--- config.mk ---
export PLATFORM = sky130hd
export DESIGN_NAME = io_snoop_fifo
export DESIGN_NICKNAME = d
export VERILOG_FILES = /design/src/rtl/io_snoop_fifo.sv
export SDC_FILE = /design/constraint.sdc
export NUM_CORES = 1
export LEC_CHECK = 0
export BUFFER_PORTS_ARGS = -buffer_cell sky130_fd_sc_hd__buf_2
export CAP_MARGIN = 20
export CORE_MARGIN = 8
export CORE_UTILIZATION = 62
export CTS_BUF_LIST = sky130_fd_sc_hd__clkbuf_2
export CTS_CLUSTER_DIAMETER = 120
export CTS_CLUSTER_SIZE = 10
export DETAILED_ROUTE_END_ITERATION = 12
export PLACE_DENSITY = 0.82
export SKIP_CTS_REPAIR_TIMING = 1
export SLEW_MARGIN = 20
export SYNTH_ARGS = -nofsm -noshare
export SYNTH_HDL_FRONTEND = slang
export SYNTH_SLANG_ARGS = --single-unit
--- constraint.sdc ---
create_clock -name clk -period 15 [get_ports clk]
set_clock_uncertainty 0.1 [all_clocks]
set_input_delay 3 -clock clk [delete_from_list [all_inputs] [get_ports clk]]
set_output_delay 3 -clock clk [all_outputs]
set_load 0.01 [all_outputs]
--- src/rtl/io_snoop_fifo.sv ---
module io_snoop_fifo #(
  parameter int DEPTH = 8
) (
  input  logic        clk,
  input  logic        rst_n,
  input  logic        host_wr,
  input  logic [15:0] host_addr,
  input  logic [7:0]  host_data,
  input  logic        host_rst_n,
  input  logic        reg_wr,
  input  logic        reg_rd,
  input  logic [4:0]  reg_addr,
  input  logic [7:0]  reg_wdata,
  output logic [7:0]  reg_rdata,
  output logic        irq
);
  localparam int PW = (DEPTH > 1) ? $clog2(DEPTH) : 1;
  localparam int CW = $clog2(DEPTH + 1);
  localparam logic [4:0] OFS_B_LO = 5'h02;
  localparam logic [4:0] OFS_B_HI = 5'h04;
  localparam logic [4:0] OFS_CTRL = 5'h06;
  localparam logic [4:0] OFS_STAT = 5'h08;
  localparam logic [4:0] OFS_DATA = 5'h0A;
  localparam logic [4:0] OFS_MISC = 5'h0C;
  localparam logic [4:0] OFS_A_LO = 5'h10;
  localparam logic [4:0] OFS_A_HI = 5'h12;

  logic [7:0]    a_lo, a_hi, b_lo, b_hi, en;
  logic [8:0]    mem [DEPTH];
  logic [PW-1:0] wp, rp;
  logic [CW-1:0] cnt;
  logic          ovf, chg;
  logic [2:0]    hsync;

  wire [15:0] addr_a = {a_hi, a_lo};
  wire [15:0] addr_b = {b_hi, b_lo};
  wire        dw     = en[2];
  wire [15:0] off    = host_addr - addr_a;
  wire        dw_hit = dw && (off < 16'd4);
  wire        m_a    = !dw && en[7] && (host_addr == addr_a);
  wire        m_b    = !dw && en[6] && (host_addr == addr_b);
  wire        hit    = host_wr && (dw_hit || m_a || m_b);
  wire        tag    = dw ? (off == 16'd3) : !m_a;

  wire empty = (cnt == '0);
  wire full  = (cnt == CW'(DEPTH));
  wire push  = hit && !full;
  wire pop   = reg_rd && (reg_addr == OFS_DATA) && !empty;
  wire rd_stat = reg_rd && (reg_addr == OFS_STAT);
  wire chg_set = hsync[1] ^ hsync[2];
  wire chg_clr = reg_wr && (reg_addr == OFS_MISC) && reg_wdata[6];

  wire [8:0] head = empty ? 9'h000 : mem[rp];

  function automatic logic [PW-1:0] nxt(input logic [PW-1:0] p);
    return (p == PW'(DEPTH - 1)) ? '0 : p + PW'(1);
  endfunction

  always_ff @(posedge clk) begin
    if (!rst_n) begin
      a_lo <= '0; a_hi <= '0; b_lo <= '0; b_hi <= '0; en <= '0;
    end else if (reg_wr) begin
      case (reg_addr)
        OFS_A_LO: a_lo <= reg_wdata;
        OFS_A_HI: a_hi <= reg_wdata;
        OFS_B_LO: b_lo <= reg_wdata;
        OFS_B_HI: b_hi <= reg_wdata;
        OFS_CTRL: en   <= reg_wdata;
        default: ;
      endcase
    end
  end

  always_ff @(posedge clk) begin
    if (push) mem[wp] <= {tag, host_data};
  end

  always_ff @(posedge clk) begin
    if (!rst_n) begin
      wp <= '0; rp <= '0; cnt <= '0;
    end else begin
      if (push) wp <= nxt(wp);
      if (pop)  rp <= nxt(rp);
      if (push && !pop)      cnt <= cnt + CW'(1);
      else if (pop && !push) cnt <= cnt - CW'(1);
    end
  end

  always_ff @(posedge clk) begin
    if (!rst_n)                ovf <= 1'b0;
    else if (hit && full)      ovf <= 1'b1;
    else if (rd_stat && empty) ovf <= 1'b0;
  end

  always_ff @(posedge clk) begin
    if (!rst_n) begin
      hsync <= '0;
      chg   <= 1'b0;
    end else begin
      hsync <= {hsync[1:0], host_rst_n};
      if (chg_set)      chg <= 1'b1;
      else if (chg_clr) chg <= 1'b0;
    end
  end

  always_comb begin
    reg_rdata = 8'h00;
    if (reg_rd) begin
      case (reg_addr)
        OFS_A_LO: reg_rdata = a_lo;
        OFS_A_HI: reg_rdata = a_hi;
        OFS_B_LO: reg_rdata = b_lo;
        OFS_B_HI: reg_rdata = b_hi;
        OFS_CTRL: reg_rdata = en;
        OFS_STAT: reg_rdata = {!empty, 1'b0, ovf, 4'b0000, head[8]};
        OFS_DATA: reg_rdata = head[7:0];
        OFS_MISC: reg_rdata = {1'b0, chg, 6'b000000};
        default:  reg_rdata = 8'h00;
      endcase
    end
  end

  assign irq = (en[3] && !empty) || (en[4] && chg);
endmodule

Yosys cells after proc, flatten, opt, wreduce, memory -nomap -nowiden
Memory sizes are Yosys's and may differ from the RTL's. A register that Yosys moved wholly into a read port is not among the register bits.
Cells that the tools add are included.
W data, S select, Z words.
Storage, ports and cells
  flip-flop bits (word level): 55
  latch bits: 0
  RAM bits: 72
  bits in read-only memories: 0
  output and inout port bits: 9
  logic and storage cells: 85
  memories: 1
Memories
  mem: depth 8, bits a word 9, rd ports 1, clocked after Yosys merged registers in 1, write ports 1, RTL line 29  | logic [8:0] mem [DEPTH];
Cells by class
  add/subtract/negate cells: 5
  multiply operators: 0
  div/mod/pow operators: 0
  magnitude comparators: 1
  equal/unequal tests: 14
  shifts and indexed selects: 0
  muxes and demuxes: 16
  bitwise gates (word level): 1
  reductions and logical operators: 36
Operators by type and width (count)
  $pmux W8 S8: 1
  $eq A16 B16 Y1: 2
  $logic_and A1 B1 Y1: 18
  $eq A16 B2 Y1 const B: 1
  $lt A16 B3 Y1 const B: 1
  $sub A16 B16 Y16: 1
  $eq A5 B4 Y1 const B: 3
  $mux W3: 4
  $eq A5 B3 Y1 const B: 2
  $eq A5 B5 Y1 const B: 2
  $reduce_and A2 Y1: 5
  $mux W9: 1
  $mux W4: 2
  $mux W8: 1
  $mux W1: 7
  $add A3 B1 Y3 const B: 2
  $eq A3 B3 Y1 const B: 2
  $logic_not A1 Y1: 6
  $reduce_bool A2 Y1: 3
  $eq A5 B2 Y1 const B: 1
  $add A4 B1 Y4 const B: 1
  $eq A4 B4 Y1 const B: 1
  $logic_not A4 Y1: 1
  $sub A4 B1 Y4 const B: 1
  other kinds (2): 4

Logic depth before layout (Yosys ltp)
  word-level depth: 11
  depth in mapped cells: 21
  gate-level depth less buffers: 20

Least setup slack after synthesis
OpenSTA, ideal clock, no wires.
  kind: input -> output
  start: input port reg_addr[3]
  end: output port reg_rdata[0]
  arrival time: 4.469 ns
  setup slack: 7.431 ns
  stages on the path: 6
  path buffers: 1
  cell sequence: clkbuf_1 -> or3b_2 -> nor2_1 -> nand2_1 -> o22a_1 -> a21oi_1
Between the ends
  longest elaborated chain between the ends: 3
  elaborated cells on any way between the ends: 10
  those cells by class: eq/ne (8); mux (2)
Ends and longest elaborated chain
  from (decl): RTL line 12  | input logic [4:0] reg_addr,
  $eq A5 B4 Y1, or another cell as far along: RTL line 109  | case (reg_addr)
  $pmux W8 S8 (*): RTL line 109
  $mux W8 (*): RTL line 108  | if (reg_rd) begin
  to (decl): RTL line 14  | output logic [7:0] reg_rdata,
Mark *: on every way between the ends. The rest lies on a longest branch, timed or not.

Final worst setup path
  start: input port reg_addr[4]
  end: output port reg_rdata[0]
The elaborated chain is that of the path after synthesis.

==> metrics.cfg <==
[outcome]
status = finished, final reports clean

[synthesis]
syn_inst = 580
yosys_warnings = 0
synth_edf_count = 72
yosys_register_bits = 130
async_flop_share = 0
synth.distinct_cells = 67
synth.avg_cell_area_um2 = 11.2
syn_area_um2 = 6490
synth_nets = 647
ys_seq_area_frac = 0.512
synth_top_flop_cell = edfxtp_1

[sta]
period_share = 0.530
min_period_ns = 7.95
finalMaxSlewViolations = 0
worst_slack_ns = 7.05
rsz0062_at_grt = false
hold_slack_ns = 0.367
fmax_mhz = 126
slew_headroom = 0.397
timing_hold_violations_final = 0
tightest_slew_ns = 0.904
finalSetupViolCount = 0
tns_ns = 0

[setup_path]
critPathKind = primary input to output pin
worst-path-max-fanout = 16
end_kind = output pin
startpoint_type = primary input
arrival_ns = 4.85
worstPathRequired_ns = 11.90

[placement]
gp_congestion = 0.968
place_hpwl_um = 10900
place_inst = 747
io_buffers = 51
place_worst_setup_slack_ns = 7.11
place_area_um2 = 6850

[final_layout]
antenna_cells = 0
syn_to_final_growth_pct = 9.32
final_nets = 697
final_common_cell = edfxtp_1
design_area_um2 = 7090
layout_common_cells = edfxtp_1 (72), dfxtp_1 (58), nor2_1 (56)
layout.cells.non_filler = 779
layout-drive-gt1-share = 0.187
fin_util = 0.693

[grt]
antenna_found_initial = 0
overflow = 0
track_usage = 0.219
grt_max_degree = 53
grt_use_met3 = 0.0514
grt_use_met2 = 0.369
busiest_layer = met2
gr-usage-met1 = 0.251
grt_pass1_wl_um = 24200
grt_pass1_vias = 4745

[clocking]
cts.clk_slew.worst_paths_ns = 0.21
clock_latency_ns = 0.66
cts_tree = built
cts_buffers = 17
clk_path_buf_depth = 2
htreeDepth = 4
clock-sinks = 130
cts_root_buffer = clkbuf_2

[power]
power_density_nw_per_um2 = 90.4
ir_drop_mv = 0.0832
power.leakage_nw = 2.60
power_mw = 0.641

[min_path]
hold_path_class = flip-flop to flip-flop

[floorplanning]
die_y_um = 118
std_cell_rows = 37
core_um2 = 10200
die_x_um = 118
io_pins = 52
start_util = 0.634
die_area_um2 = 14000

[routing]
drt_first_iter_violations = 469
ant_nets = 0
vias_per_cell = 6.16
wirelength_um = 15200
vias = 4796
wl_per_cell_um = 19.5
drc = 0
first_pass_iters = 5

[job]
drv_cap = 0

-- final timing paths --
| check | startpoint | endpoint | slack (ns) | depth (start not counted) |
|---|---|---|---|---|
| setup / recovery | reg_addr[4] | reg_rdata[0] | 7.05 | 7 |
| hold / removal | hsync[0] | hsync[1] | 0.37 | 1 |
| setup reg to reg | a_lo[0] | cnt[3] | 10.09 | 19 |
| hold reg to reg | hsync[0] | hsync[1] | 0.37 | 1 |
-- state kept, by name, summed over array words and instances, names as in the netlist, named ones only --
signal and cells:
mem 72, a_hi 8, a_lo 8, b_hi 8, b_lo 8, en 8
cnt 4, hsync 3, rp 3, wp 3, chg 1, ovf 1
-- layout make-up --
cell class	count	area (um^2)
clock inverters	13	150
inverters	21	78.8
multi-input cells	404	2980
flip-flops and latches	130	3320
clock buffers	19	95.1
well taps	136	170
repair buffers	56	293
fillers	748	3140
-- Yosys cell counts (all sizes together) (2+ instances only) --
master   number  area share
a221oi        2      0.0037
a222oi        2      0.0031
or3           2      0.0019
nor4          3      0.0029
nand2        45       0.026
nor4b         2      0.0027
nor2         56       0.032
ha           22       0.042
a21bo         3      0.0046
clkbuf       20       0.012
and4b         3      0.0046
edfxtp       72        0.33
and4bb        2      0.0039
xor2          9       0.012
nand2b        5      0.0048
a2111oi       4      0.0054
fa            2      0.0062
and4          2      0.0027
o31ai         2      0.0023
nor2b         2      0.0019
inv          20       0.012
nor3         12       0.011
a31oi         3      0.0029
a21o          5      0.0058
and3          3      0.0031
and2          4      0.0042
dfxtp        58        0.18
a22o          5      0.0067
xnor2        19       0.026
mux4         18       0.062
a21oi        48       0.037
nand4b        3      0.0041
mux2i        36       0.056
nand3        33       0.025
o21bai        2      0.0029
nand4         9      0.0087
o21ai        16       0.012
buf           5      0.0042
-- per-layer routing --
metal	wire length, um	up-vias
met5	0	-
li1	-	2260
met1	6030	2257
met3	1010	56
met2	7500	223
met4	654	0
-- cells by family (layout without fill, tap and decap cells) --
family	after synthesis	in the layout	share of synthesized area
and+or+nand+nor	192	192	0.149
xor gates and xnor gates	28	28	0.0378
DFF	130	130	0.512
AOI/OAI and AO/OA	105	105	0.105
adders and majority gates	24	24	0.0486
muxes	55	55	0.120
buffers and inverters	46	109	0.0282
-- power by group --
group | total (mW) | leakage [nW] | internal [mW] | switching [mW]
Sequential | 0.378 | 1.14 | 0.376 | 0.00121
Clock | 0.216 | 0.140 | 0.0808 | 0.135
Combinational | 0.0476 | 1.33 | 0.0177 | 0.0299
-- worst max-delay path, cell delays in order --
cell and delay [ns]:
buf_2 0.22, or3b_2 0.50, nor3_1 0.27, nand2_1 0.18, o22a_1 0.22, a21oi_1 0.26
buf_2 0.20
No activity file was read; power rests on OpenSTA's default activity.
